File: src/rtl/wdt_keyed_pkg.sv
package wdt_keyed_pkg;

    typedef enum logic [1:0] {
        ST_OFF,
        ST_TIMER,
        ST_WATCH,
        ST_NAP
    } wdt_state_e;

    typedef enum logic {
        KEY_IDLE,
        KEY_ARMED
    } key_state_e;

    localparam logic [3:0] KEY_OPEN = 4'hA;
    localparam logic [3:0] KEY_SHUT = 4'h5;

endpackage

File: src/rtl/wdt_clear_key.sv
module wdt_clear_key
    import wdt_keyed_pkg::*;
#(
    parameter int HALF_TICK_CYCLES = 4
) (
    input  logic       clk,
    input  logic       rst_n,
    input  logic       flush,
    input  logic       enabled,
    input  logic       wr_en,
    input  logic [3:0] key,
    output logic       clear_o
);

    localparam int WIN_W = $clog2(HALF_TICK_CYCLES + 1);

    key_state_e       st_q, st_d;
    logic [WIN_W-1:0] rem_q, rem_d;
    logic             wr_ok;

    assign wr_ok = wr_en && enabled;

    always_comb begin
        st_d    = st_q;
        rem_d   = rem_q;
        clear_o = 1'b0;
        unique case (st_q)
            KEY_IDLE: begin
                if (wr_ok && key == KEY_OPEN) begin
                    st_d  = KEY_ARMED;
                    rem_d = WIN_W'(HALF_TICK_CYCLES);
                end
            end
            KEY_ARMED: begin
                if (wr_ok) begin
                    if (key == KEY_SHUT) begin
                        clear_o = 1'b1;
                        st_d    = KEY_IDLE;
                    end else if (key == KEY_OPEN) begin
                        rem_d = WIN_W'(HALF_TICK_CYCLES);
                    end else begin
                        st_d = KEY_IDLE;
                    end
                end else if (rem_q == WIN_W'(1)) begin
                    st_d = KEY_IDLE;
                end else begin
                    rem_d = rem_q - WIN_W'(1);
                end
            end
        endcase
        if (flush) begin
            st_d = KEY_IDLE;
        end
    end

    always_ff @(posedge clk) begin
        if (!rst_n) begin
            st_q  <= KEY_IDLE;
            rem_q <= '0;
        end else begin
            st_q  <= st_d;
            rem_q <= rem_d;
        end
    end

endmodule

File: src/rtl/wdt_tick_counter.sv
module wdt_tick_counter #(
    parameter int CNT_W = 15
) (
    input  logic             clk,
    input  logic             rst_n,
    input  logic             run,
    input  logic             tick,
    input  logic             zero,
    input  logic [CNT_W-1:0] last,
    output logic [CNT_W-1:0] count_o,
    output logic             at_last_o
);

    assign at_last_o = (count_o >= last);

    always_ff @(posedge clk) begin
        if (!rst_n) begin
            count_o <= '0;
        end else if (zero) begin
            count_o <= '0;
        end else if (run && tick) begin
            count_o <= at_last_o ? '0 : count_o + CNT_W'(1);
        end
    end

endmodule

File: src/rtl/wdt_keyed_top.sv
module wdt_keyed_top
    import wdt_keyed_pkg::*;
#(
    parameter int INTV_LONG        = 32768,
    parameter int INTV_MID         = 8192,
    parameter int INTV_SHORT       = 512,
    parameter int INTV_TINY        = 64,
    parameter int HALF_TICK_CYCLES = 4
) (
    input  logic       clk,
    input  logic       rst_n,
    input  logic       tick_i,
    input  logic       sleep_i,
    input  logic       wr_en_i,
    input  logic [7:0] wr_data_i,
    output logic [7:0] rd_data_o,
    output logic       irq_o,
    output logic       wdt_rst_o
);

    localparam int CNT_W = $clog2(INTV_LONG);

    wdt_state_e       state_q, state_d;
    logic             mode_q;
    logic [1:0]       int_q;
    logic [CNT_W-1:0] last;
    logic [CNT_W-1:0] count;
    logic             at_last;
    logic             key_clr;
    logic             enabled;
    logic             term_evt;
    logic             fire;

    assign enabled  = (state_q != ST_OFF);
    assign term_evt = tick_i && at_last && !key_clr;
    assign fire     = (state_q == ST_WATCH && term_evt)
                   || (state_q == ST_NAP && !sleep_i && at_last);

    always_comb begin
        unique case (int_q)
            2'b00: last = CNT_W'(INTV_LONG - 1);
            2'b01: last = CNT_W'(INTV_MID - 1);
            2'b10: last = CNT_W'(INTV_SHORT - 1);
            2'b11: last = CNT_W'(INTV_TINY - 1);
        endcase
    end

    wdt_clear_key #(
        .HALF_TICK_CYCLES(HALF_TICK_CYCLES)
    ) key_i (
        .clk    (clk),
        .rst_n  (rst_n),
        .flush  (fire),
        .enabled(enabled),
        .wr_en  (wr_en_i),
        .key    (wr_data_i[7:4]),
        .clear_o(key_clr)
    );

    wdt_tick_counter #(
        .CNT_W(CNT_W)
    ) cnt_i (
        .clk      (clk),
        .rst_n    (rst_n),
        .run      (enabled),
        .tick     (tick_i),
        .zero     (fire || key_clr),
        .last     (last),
        .count_o  (count),
        .at_last_o(at_last)
    );

    // Next-state logic
    always_comb begin
        state_d = state_q;
        unique case (state_q)
            ST_OFF: begin
                if (wr_en_i && wr_data_i[3]) begin
                    state_d = wr_data_i[2] ? ST_TIMER : ST_WATCH;
                end
            end
            ST_TIMER: begin
                if (wr_en_i) begin
                    if (!wr_data_i[3]) begin
                        state_d = ST_OFF;
                    end else if (!wr_data_i[2]) begin
                        state_d = ST_WATCH;
                    end
                end
            end
            ST_WATCH: begin
                if (sleep_i) begin
                    state_d = ST_NAP;
                end
            end
            ST_NAP: begin
                if (!sleep_i) begin
                    state_d = ST_WATCH;
                end
            end
        endcase
        if (fire) begin
            state_d = ST_OFF;
        end
    end

    // State register
    always_ff @(posedge clk) begin
        if (!rst_n) begin
            state_q <= ST_OFF;
        end else begin
            state_q <= state_d;
        end
    end

    // Mode and interval fields
    always_ff @(posedge clk) begin
        if (!rst_n || fire) begin
            mode_q <= 1'b0;
            int_q  <= 2'b00;
        end else if (wr_en_i) begin
            int_q <= wr_data_i[1:0];
            if (state_q == ST_OFF || state_q == ST_TIMER) begin
                mode_q <= wr_data_i[2];
            end
        end
    end

    // Outputs
    always_ff @(posedge clk) begin
        if (!rst_n) begin
            irq_o     <= 1'b0;
            wdt_rst_o <= 1'b0;
        end else begin
            irq_o     <= (state_q == ST_TIMER) && term_evt;
            wdt_rst_o <= fire;
        end
    end

    assign rd_data_o = {4'b0000, enabled, mode_q, int_q};

endmodule

File: config.mk
export PLATFORM = sky130hd
export DESIGN_NAME = wdt_keyed_top
export DESIGN_NICKNAME = d
export VERILOG_FILES = /design/src/rtl/wdt_keyed_pkg.sv /design/src/rtl/wdt_clear_key.sv /design/src/rtl/wdt_tick_counter.sv /design/src/rtl/wdt_keyed_top.sv
export SDC_FILE = /design/constraint.sdc
export NUM_CORES = 1
export LEC_CHECK = 0
export CAP_MARGIN = 25
export CORE_MARGIN = 3
export CORE_UTILIZATION = 46
export DETAILED_ROUTE_END_ITERATION = 6
export GPL_TIMING_DRIVEN = 0
export HOLD_SLACK_MARGIN = 0.02
export PLACE_DENSITY = 0.72
export RECOVER_POWER = 50
export SLEW_MARGIN = 20
export SYNTH_ARGS = -nofsm -noshare
export SYNTH_HDL_FRONTEND = slang
export SYNTH_SLANG_ARGS = --single-unit
File: constraint.sdc
create_clock -name clk -period 2.4 [get_ports clk]
set_input_delay 0.6 -clock clk [delete_from_list [all_inputs] [get_ports clk]]
set_output_delay 0.6 -clock clk [all_outputs]
set_load 0.02 [all_outputs]
==> summary.md <==
| Metric | Value |
|---|---|
| Commonest cells after routing, fill and taps aside | dfxtp_1 (25), nand2_1 (13), nor3_1 (13), buf_4 (13) |
| Crit-path max FO | 10 |
| Combinational power share | 15.0% |
| Max-Slew Margin vs Limit | 51.0% |
| Clock skew | 0.00424 ns |
| Flops & latches, synth | 26 |
| Buffers from clock root to sink, at most | 2 |
| Overflow after GRT | 0 |
| Detail Route Antenna Nets | 0 |
| Worst path max stage delay | roughly 0.37 ns |
| R2r endpoint | cnt_i.count_o[5] |
| Initial antenna violation count | 0 |
| Pre-antenna DRT Iters | 4 |
| Clk pwr share | 28.9% |
| Post-DP HPWL | 2.50 mm |
| Die width | 63.4 um |
| Worst-Skew Late Latency | 0.34 ns |
| Hold_sp | cnt_i.count_o[1] |
| Outcome | finished clean |
| Setup slack at placement | -0.128 ns |
| Initial DRC Count | 43 |
| Critical Path Sink Type | flop |
| Peak VDD IR | 0.236 mV |
| Port-buffer cells | 17 |
| Sequential Power Share | 56.0% |
| Largest net degree at the start of global routing | 15 |
| Die ar. | 4020 um^2 |
| Final setup fails | 0 |
| Setup TNS | 0 ns |
| Slowest CP cell | dfxtp_1 |
| Synth warnings | 0 |
| Post-synthesis async set-or-reset flop share | 0% |
| Synth Flop Type | dfxtp_1 |
| Max-cap violation count | 0 |
| RSZ-0062 raised after global routing | false |
| Global-route wire length before repair | 5.68 mm |
| Clock period minus worst slack | 2.28 ns |
| Hold buffer count at CTS | 0 |
| R2R depth | 9 |
| EDFF count, synth | 0 |
| Final Non-Filler Cells | 245 |
| Buf+Inv Stages, Crit Path | 2 |
| Worst setup SP type | flop |
| Post-synthesis sequential area ratio | 34.4% |
| Crit Path Class | reg -> reg |
| Initial Util | 48.8% |
| Slack of the worst reg-to-reg path | 0.12 ns |
| Sw frac | 26.1% |
| Fin crit share | 95.1% |
| Total wire length | 3.29 mm |
| Cells after DPL | approximately 230 |
| Clock buffer count from CTS | 3 |
| Max Freq | between 0.4 and 0.5 GHz |
| LEAKAGE | 0.704 nW |
| Worst slew pin tran | 0.727 ns |
| Drt via density | 5.30 |
| Total number of vias | 1,298 |
| Netlist cell types | 46 |
| Switching pwr | 210 uW |
| Crit path DAT | 2.51 ns |
| Vias in the first global route | 1,340 |
| HP Class | reg -> reg |
| CTS Root Cell | clkbuf_4 |
| Rows | 20 |
| Critical path required time | 2.62 ns |
| CTS tree | yes |
| Final worst slack | 0.117 ns |
| Reg2Reg Launch Point | int_q[1] |
| P&R area growth vs syn | 24.3% |
| Routability cong. | 0.796 |
| Top-level port count | 23 |
| Routed WL per cell | roughly 13 um |
| CP cell instances | or2_2, ha_4, nand2_2, nor4b_4, buf_4, o221ai_4, a22oi_4, buf_6, nor3_2 |
| Chip height | 63.4 um |
| Tot Pwr | 805 uW |
| Hold WS | 0.538 ns |
| End point of the critical path | cnt_i.count_o[5] |
| Gr usage total | 17.5% |
| Final Hold Fails | 0 |
| Share of post-route cells with drive strength above 1 | between 10% and 20% |
| CP top delay family | simple AND/OR/NAND/NOR gates |
| Post-Syn Instances | 170 |
| Mapped Avg Cell Area | 8.91 um^2 |
| PD cells | 428 nW/um^2 |
| P_int | a little under 600 uW |
| Htree depth | 1 |
| Core Footprint | 3100 um^2 |
| Final Max Slew Viols | 0 |
| Clock-pin transition on the worst setup and hold timing paths | 0.14 ns |
| Mapped Area | 1510 um^2 |
| Layout Nets | 220 |
| CP Depth | 9 |
| CP startpoint | int_q[1] |
| Commonest non-fill, non-tap cell in the layout | dfxtp_1 |
| Clk sinks | 26 |
| Antenna Cells | 0 |
| # DRC | 0 |
## registers in the layout, indices dropped and copies added, names as in the netlist
register,flops
int_q,2
mode_q,1
key_i.st_q,1
wdt_rst_o,1
state_q,2
irq_o,1
cnt_i.count_o,15
key_i.rem_q,3
## worst min-delay path by stage
stage          cells past startpoint  slack, ns               end
6_report                           2       0.54  cnt_i.count_o[1]
5_1_grt                            2       0.56  cnt_i.count_o[1]
4_1_cts                            2       0.54  cnt_i.count_o[1]
3_5_place_dp                       2       0.52  cnt_i.count_o[1]
3_3_place_gp                       2       0.50  cnt_i.count_o[1]
2_1_floorplan                      2       0.48  cnt_i.count_o[1]
## power groups by stage
stage / logic, mW / registers (mW) / clock network [mW]
after floorplan: 0.0684 / 0.461 / 0
final: 0.121 / 0.451 / 0.233
after CTS: 0.113 / 0.453 / 0.238
after detailed placement: 0.112 / 0.462 / 0
after global placement: 0.108 / 0.461 / 0
after global routing: 0.133 / 0.453 / 0.259
## Yosys cell counts (all sizes together), types with 2 or more instances
library cell,number,area [um^2]
nor2,11,41.3
nand4b,2,17.5
o31ai,2,20.0
or2,2,12.5
or3,3,18.8
inv,6,22.5
nand4,4,25.0
nor3b,5,37.5
o21a,2,15.0
nor4b,2,32.5
and2,2,12.5
a21oi,5,40.0
nor3,16,85.1
nand2,14,52.6
ha,5,62.6
dfxtp,26,521
o211ai,2,15.0
nand3,6,30.0
o2111ai,2,17.5
mux2i,4,40.0
nand2b,3,18.8
xor2,8,70.1
buf,10,71.3
and3,2,12.5
o21ai,8,40.0
xnor2,6,52.6
## tightest hold or removal path, delay by kind of cell (launching register included)
family             cells  cell delay, ns
and+or+nand+nor        1            0.08
DFF                    1            0.37
AOI/OAI and AO/OA      1            0.06
## per-layer routing
metal	wire, um	vias up	GRT usage, %
met5	0	-	0
met4	66	0	7.82
met3	143	7	3.74
met2	1600	27	29.9
met1	1480	601	20.9
li1	-	663	-
## repair_timing
action	CTS	global route
resized for setup	5	5
hold endpoints to repair	0	0
setup buffers	4	3
pin swaps	4	2
setup endpoints to repair	20	19
## area by class of cell
type / count / area [um^2]
fill: 289 / 1220
multi-input combinational: 130 / 950
clock buffer: 4 / 36.3
timing repair buffer: 24 / 221
tap: 44 / 55.1
buffer: 11 / 75.1
sequential: 26 / 522
inverter: 6 / 22.5
## through the flow
| stage | util [%] | instance area [um^2] |
|---|---|---|
| 2_1_floorplan | - | 1530 |
| 3_3_place_gp | 56.4 | 1750 |
| 3_5_place_dp | 56.4 | 1750 |
| 4_1_cts | 59.2 | 1840 |
| 5_1_grt | 60.6 | 1880 |
| 6_report | 60.6 | 1880 |
## cells by family after synthesis
logic type | synth area share, %
buffers and inverters | 6.45
and+or+nand+nor | 27.6
DFF | 34.4
muxes | 2.64
xor gates and xnor gates | 8.10
other | 0.248
AOI/OAI and AO/OA | 16.4
adders and majority gates | 4.13
Power figures use the tool's default switching activity.
